$ cat src/rtl/ramset_csr_pkg.sv
package ramset_csr_pkg;

    localparam int DATA_W    = 16;
    localparam int TAG_W     = 15;
    localparam int LV_STRIDE = 32;
    localparam int LVW       = $clog2(LV_STRIDE);
    localparam int REG_COUNT = 5;

    typedef struct packed {
        logic flush;
        logic enable;
    } rs_ctrl_t;

    typedef enum logic [2:0] {
        KIND_NONE,
        KIND_CTRL,
        KIND_TAG,
        KIND_STAT,
        KIND_LV
    } kind_e;

    typedef struct packed {
        kind_e          kind;
        logic           rs;
        logic [LVW-1:0] word;
    } dec_t;

    function automatic logic [DATA_W-1:0] ctrl_word(input logic tv, input rs_ctrl_t c);
        return {tv, {(DATA_W-3){1'b0}}, c.flush, c.enable};
    endfunction

    function automatic logic [DATA_W-1:0] stat_word(input logic dbg, input logic err);
        return {{(DATA_W-2){1'b0}}, dbg, err};
    endfunction

endpackage

$ cat src/rtl/ramset_csr_decode.sv
module ramset_csr_decode
    import ramset_csr_pkg::*;
#(
    parameter logic [15:0] REG_BASE = 16'h1200,
    parameter logic [15:0] LV_BASE  = 16'h1600
) (
    input  logic [15:0] addr,
    output dec_t        dec
);
    logic [15:0] off_reg;
    logic [15:0] off_lv;

    always_comb begin
        off_reg  = addr - REG_BASE;
        off_lv   = addr - LV_BASE;
        dec      = '0;
        dec.kind = KIND_NONE;
        if (off_reg < 16'(REG_COUNT)) begin
            case (off_reg[2:0])
                3'd0: begin dec.kind = KIND_CTRL; dec.rs = 1'b0; end
                3'd1: begin dec.kind = KIND_CTRL; dec.rs = 1'b1; end
                3'd2: begin dec.kind = KIND_TAG;  dec.rs = 1'b0; end
                3'd3: begin dec.kind = KIND_TAG;  dec.rs = 1'b1; end
                default: dec.kind = KIND_STAT;
            endcase
        end else if (off_lv < 16'(2 * LV_STRIDE)) begin
            dec.kind = KIND_LV;
            dec.rs   = off_lv[LVW];
            dec.word = off_lv[LVW-1:0];
        end
    end

endmodule

$ cat src/rtl/ramset_lv_array.sv
module ramset_lv_array
    import ramset_csr_pkg::*;
#(
    parameter int LINES = 512
) (
    input  logic                     clk,
    input  logic                     rst,
    input  logic                     clear,
    input  logic                     fill_we,
    input  logic [$clog2(LINES)-1:0] fill_line,
    input  logic [LVW-1:0]           rd_word,
    output logic [DATA_W-1:0]        rd_data,
    output logic                     all_valid
);
    localparam int WORDS = LINES / DATA_W;
    localparam int LW    = $clog2(LINES);

    logic [WORDS-1:0][DATA_W-1:0] lv;

    always_ff @(posedge clk) begin
        if (rst || clear) begin
            lv <= '0;
        end else if (fill_we) begin
            lv[fill_line[LW-1:4]][fill_line[3:0]] <= 1'b1;
        end
    end

    always_comb begin
        rd_data = '0;
        for (int w = 0; w < WORDS; w++) begin
            if (rd_word == LVW'(w)) rd_data = lv[w];
        end
    end

    assign all_valid = &lv;

    AST_CLEAR_DROPS_VALID: assert property (@(posedge clk) disable iff (rst)
        clear |=> !all_valid);

endmodule

$ cat src/rtl/ramset_csr_regs.sv
module ramset_csr_regs
    import ramset_csr_pkg::*;
(
    input  logic                       clk,
    input  logic                       rst,
    input  logic [1:0]                 wr_ctrl,
    input  logic [1:0]                 wr_tag,
    input  logic [DATA_W-1:0]          wdata,
    input  logic                       rd_stat,
    input  logic                       debug_mode,
    input  logic                       emu_mode,
    output rs_ctrl_t [1:0]             ctrl,
    output logic [1:0][TAG_W-1:0]      tag,
    output logic                       stat_dbg,
    output logic                       stat_err,
    output logic                       tag_clash
);
    logic wr_any;

    assign wr_any    = (|wr_ctrl) || (|wr_tag);
    assign tag_clash = (wr_tag[0] && (wdata[TAG_W-1:0] == tag[1])) ||
                       (wr_tag[1] && (wdata[TAG_W-1:0] == tag[0]));

    generate
        for (genvar n = 0; n < 2; n++) begin : g_rs
            always_ff @(posedge clk) begin
                if (rst) begin
                    ctrl[n] <= '0;
                    tag[n]  <= '0;
                end else begin
                    if (wr_ctrl[n]) ctrl[n] <= rs_ctrl_t'(wdata[1:0]);
                    if (wr_tag[n])  tag[n]  <= wdata[TAG_W-1:0];
                end
            end
        end
    endgenerate

    always_ff @(posedge clk) begin
        if (rst) begin
            stat_dbg <= 1'b0;
            stat_err <= 1'b0;
        end else begin
            if (rd_stat && !emu_mode) begin
                stat_dbg <= 1'b0;
                stat_err <= 1'b0;
            end
            if (wr_any && debug_mode) stat_dbg <= 1'b1;
            if (tag_clash)            stat_err <= 1'b1;
        end
    end

    AST_DEBUG_WRITE_FLAG: assert property (@(posedge clk) disable iff (rst)
        (wr_any && debug_mode) |=> stat_dbg);
    AST_CLASH_FLAG: assert property (@(posedge clk) disable iff (rst)
        tag_clash |=> stat_err);
    AST_EMU_READ_KEEPS: assert property (@(posedge clk) disable iff (rst)
        (rd_stat && emu_mode && !wr_any) |=> ($stable(stat_dbg) && $stable(stat_err)));

endmodule

$ cat src/rtl/ramset_csr.sv
module ramset_csr
    import ramset_csr_pkg::*;
#(
    parameter int          LINES    = 512,
    parameter logic [15:0] REG_BASE = 16'h1200,
    parameter logic [15:0] LV_BASE  = 16'h1600
) (
    input  logic                     clk,
    input  logic                     rst,
    input  logic                     bus_sel,
    input  logic                     bus_we,
    input  logic [15:0]              bus_addr,
    input  logic [15:0]              bus_wdata,
    output logic [15:0]              bus_rdata,
    output logic                     bus_rvalid,
    output logic                     bus_err,
    input  logic                     debug_mode,
    input  logic                     emu_mode,
    input  logic                     cache_en,
    input  logic                     cache_clr,
    input  logic                     fill_done,
    input  logic                     fill_set,
    input  logic [$clog2(LINES)-1:0] fill_line,
    output logic [1:0]               rs_active
);
    dec_t                  dec;
    logic                  rd_req;
    logic                  wr_req;
    logic [1:0]            wr_ctrl;
    logic [1:0]            wr_tag;
    rs_ctrl_t [1:0]        ctrl;
    logic [1:0][TAG_W-1:0] tag;
    logic                  stat_dbg;
    logic                  stat_err;
    logic                  tag_clash;
    logic [1:0]            tv;
    logic [1:0][15:0]      lv_rd;
    logic [15:0]           rd_mux;

    assign rd_req = bus_sel && !bus_we;
    assign wr_req = bus_sel && bus_we;

    ramset_csr_decode #(.REG_BASE(REG_BASE), .LV_BASE(LV_BASE)) u_dec (
        .addr (bus_addr),
        .dec  (dec)
    );

    ramset_csr_regs u_regs (
        .clk        (clk),
        .rst        (rst),
        .wr_ctrl    (wr_ctrl),
        .wr_tag     (wr_tag),
        .wdata      (bus_wdata),
        .rd_stat    (rd_req && dec.kind == KIND_STAT),
        .debug_mode (debug_mode),
        .emu_mode   (emu_mode),
        .ctrl       (ctrl),
        .tag        (tag),
        .stat_dbg   (stat_dbg),
        .stat_err   (stat_err),
        .tag_clash  (tag_clash)
    );

    generate
        for (genvar n = 0; n < 2; n++) begin : g_rs
            assign wr_ctrl[n]   = wr_req && dec.kind == KIND_CTRL && dec.rs == 1'(n);
            assign wr_tag[n]    = wr_req && dec.kind == KIND_TAG  && dec.rs == 1'(n);
            assign rs_active[n] = cache_en && ctrl[n].enable;

            ramset_lv_array #(.LINES(LINES)) u_lv (
                .clk       (clk),
                .rst       (rst),
                .clear     ((cache_clr && ctrl[n].flush) || wr_tag[n]),
                .fill_we   (fill_done && fill_set == 1'(n)),
                .fill_line (fill_line),
                .rd_word   (dec.word),
                .rd_data   (lv_rd[n]),
                .all_valid (tv[n])
            );
        end
    endgenerate

    always_comb begin
        case (dec.kind)
            KIND_CTRL: rd_mux = ctrl_word(tv[dec.rs], ctrl[dec.rs]);
            KIND_TAG:  rd_mux = {1'b0, tag[dec.rs]};
            KIND_STAT: rd_mux = stat_word(stat_dbg, stat_err);
            KIND_LV:   rd_mux = lv_rd[dec.rs];
            default:   rd_mux = '0;
        endcase
    end

    always_ff @(posedge clk) begin
        if (rst) begin
            bus_rdata  <= '0;
            bus_rvalid <= 1'b0;
            bus_err    <= 1'b0;
        end else begin
            bus_rdata  <= rd_req ? rd_mux : '0;
            bus_rvalid <= rd_req;
            bus_err    <= wr_req && (tag_clash || dec.kind == KIND_LV);
        end
    end

    AST_READ_LATENCY: assert property (@(posedge clk) disable iff (rst)
        rd_req |=> bus_rvalid);
    AST_WRITE_NO_RVALID: assert property (@(posedge clk) disable iff (rst)
        wr_req |=> !bus_rvalid);
    AST_ACTIVE_NEEDS_GLOBAL: assert property (@(posedge clk) disable iff (rst)
        (|rs_active) |-> cache_en);
    AST_LV_WRITE_ERR: assert property (@(posedge clk) disable iff (rst)
        (wr_req && dec.kind == KIND_LV) |=> bus_err);

endmodule

$ cat config.mk
export PLATFORM = sky130hd
export DESIGN_NAME = ramset_csr
export DESIGN_NICKNAME = d
export VERILOG_FILES = /design/src/rtl/ramset_csr_pkg.sv /design/src/rtl/ramset_csr_decode.sv /design/src/rtl/ramset_lv_array.sv /design/src/rtl/ramset_csr_regs.sv /design/src/rtl/ramset_csr.sv
export SDC_FILE = /design/constraint.sdc
export NUM_CORES = 2
export LEC_CHECK = 0
export ABC_AREA = 1
export BUFFER_PORTS_ARGS = -buffer_cell sky130_fd_sc_hd__buf_2
export CAP_MARGIN = 40
export CORE_ASPECT_RATIO = 1.1
export CORE_UTILIZATION = 40
export DETAILED_ROUTE_END_ITERATION = 7
export MAX_ROUTING_LAYER = met4
export SYNTH_ARGS = -nofsm -noshare
export SYNTH_HDL_FRONTEND = slang
export SYNTH_HIERARCHICAL = 1
export SYNTH_SLANG_ARGS = --single-unit
export TNS_END_PERCENT = 10
$ cat constraint.sdc
create_clock -name clk -period 4.2 [get_ports clk]
set_input_delay 0.84 -clock clk [delete_from_list [all_inputs] [get_ports clk]]
set_output_delay 0.84 -clock clk [all_outputs]
set_load 0.03 [all_outputs]
==> impl_results.md <==
* Dpl hpwl at approximately 140000 µm
* Critical-path top delay cell: buf_4
* Die Width at around 340 µm
* Longest Clk Path Bufs at 3
* Design area at between 60000 and 70000 µm²
* Root buffer cell: clkbuf_16
* Flops & latches, synth at around 1100
* Final Cycle Share at 109.4%
* Cell repeated most along the worst path: nand4_1
* Via count of the first global-routing pass at 47860
* Pre-antenna DRT Iters at 6
* Vias at between 50000 and 60000
* GR Overflow Total at 0
* CP Launch Type: input port
* First-pass GRT wire length at roughly 280000 µm
* Cell Area, Placed at around 55000 µm²
* Hold Path Class: input port to flop
* Final wirelength at around 190000 µm
* Worst-Margin Slew at between 800 and 900 ps
* Drt initial violations at slightly above 5000
* I/O Buffers at between 60 and 70
* CP required at 4810 ps
* Detail Route Antenna Nets at 0
* Top post-synthesis cells by area: dfxtp_1 44%, nand2_1 16%, a21oi_1 12%
* Post-synthesis area per instance at about 6.6 µm²
* # DRC at 0
* Final slew viol count at 0
* Initial core utilization at 40.28%
* Post-Syn Nets at 7566
* Vias per cell at 5.308
* Slew HR at ~45%
* Final core occ at just under 50%
* Max-cap violation count at 0
* Final WS setup at -395.5 ps
* Async SR Flop Fraction at 0%
* FMAX at between 200 and 250 MHz
* Pwr/cell area at between 300 and 400 nW/µm²
* Final weighted congestion in routability-driven placement at between 1 and 1.5
* Syn. warnings at 6
* GR Util All Layers at approximately 30%
* WL/cell at around 20 µm
* Post-synth top area cell: dfxtp_1
* # hold bufs at CTS at 0
* Worst Path Arrival at 5200 ps
* DIE AREA at 125400 µm²
* Post-synthesis cell count at 7513
* Ys flop type: dfxtp_1
* Failing checks: negative setup slack
* Synth top cells by count: 2177 x nand2_1, 1317 x inv_1, 1191 x a21oi_1
* Min cycle time layout at 4596 ps
* Crit end category: flop
* Yosys top cell area share at ~44%
* Worst-path fanout max at 10
* Antenna violations before repair at 1
* Core ar. at approximately 120000 µm²
* Setup CP Type: input port to flop
* Layout cell share with drive strength beyond 1 at 13.14%
* H-tree depth at 3
* Seq/Total Area, Yosys at between 40% and 50%
* Worst skew pair latency at approximately 720 ps
* Fin Setup TNS at -3934 ps
* Io pins at a little over 70
* Area grow syn2layout at 21.59%
* CTS tree: built
* Status: complete, but fails checks
* Worst-path clk slew at about 60 ps
* CTS Buf Count at ~120
* Most instantiated library cell after synthesis: nand2_1
* Peak supply drop at 0.0003630 V
* EDFF count, synth at 0
* Final hold vios at 0
* Clk sinks at between 1000 and 1500
* Unrepaired setup endpoints after global routing: true
* Clock Skew at between 15 and 20 ps
* Number of placement rows at ~140
* Cell variety after synth at 33
* Static leakage at 20.77 nW
* Pin count of the biggest net entering global routing at between 80 and 90
* # nets final at roughly 7900
* Mapped Area at 49600 µm²
* Final setup fails at 15
* Chip height at roughly 370 µm
* Pwr Total at between 0.02 and 0.025 W
* Crit-path max cell delay at 220 ps
[state kept, by name (all words and copies together) (netlist names)]
| signal | cells |
|---|---|
| bus_err | 1 |
| u_regs/stat_err | 1 |
| g_rs.u_lv/lv | 1024 |
| u_regs/ctrl | 4 |
| u_regs/tag | 30 |
| bus_rvalid | 1 |
| bus_rdata | 16 |
| u_regs/stat_dbg | 1 |
[worst paths after layout]
kind,startpoint,end,slack [ps],depth (start not counted)
worst max-delay path,bus_addr[9],bus_rdata[10],-400,33
worst min-delay path,rst,u_regs/stat_dbg,370,2
worst max register to register,g_rs[1].u_lv/lv[335],bus_rdata[15],920,10
worst min register to register,g_rs[1].u_lv/lv[387],g_rs[1].u_lv/lv[387],470,2
[per-stage QoR]
stage                     setup slack, ps  hold WS [ps]  std cells
after global placement              -1520         457.7       9318
after global routing               -498.2         344.8       9608
after detailed placement            -1497         462.7       9338
after floorplan                     31.17         437.7       7513
final                              -395.5         367.8       9608
after CTS                          -353.0         328.7       9591
[power breakdown]
group,internal (W),switching (W),total (W)
Combinational,0.000164,0.000464,0.000627
Sequential,0.0102,0.00000322,0.0102
Clock,0.00667,0.00445,0.0111
Total,0.0171,0.00492,0.0220
[area by class of cell]
| class | instances | area [µm²] |
|---|---|---|
| Inverter | 1347 | 5087 |
| Fill cell | 12390 | 62830 |
| Clock buffer | 175 | 3540 |
| Sequential cell | 1078 | 21580 |
| Multi-Input combinational cell | 4692 | 21990 |
| Timing Repair Buffer | 626 | 5425 |
| Antenna cell | 1 | 2.502 |
| Clock inverter | 45 | 625.6 |
| Tap cell | 1644 | 2057 |
[cell usage in the layout (no fill, tap or decap), types with 137 or more instances in the layout]
master and instances:
dfxtp_1 1078, nor4_1 273, a21oi_1 1188, nand2_1 2133, inv_1 1311, nor2_1 235
nand3_1 137, buf_4 466, o21ai_0 199, nand4_1 304
[timing repair]
item                       CTS  global route
buffers inserted            33            16
pin swaps                   73           113
gates resized for setup    106            80
setup endpoints to repair   16            16
cloned                       0             1
[critical path, delay by kind of cell]
family	cells	cell delay, ps
adders and majority gates	1	200
and+or+nand+nor	25	3270
buffers and inverters	6	860
AOI/OAI and AO/OA	1	50
[cells by family (layout without fill, tap and decap cells)]
kind of cell    after synthesis  in the layout  synth area share, %
xor+xnor                      1              1              0.01766
buf+inv                    1743           2193                13.51
compound gates             1402           1402                14.22
simple gates               3287           3287                28.69
flops                      1078           1078                43.51
other cells                   0              1                    0
fa+ha+maj                     2              2              0.05045
[per-layer routing]
layer	global-route usage, %	part of all wire, %	wire length, µm
met5	-	0	0
met4	11.37	4.2	7918
met3	3.489	6.9	12920
met2	48.46	47	88000
met1	38.41	42	78950
No activity file was read; power rests on OpenSTA's default activity.
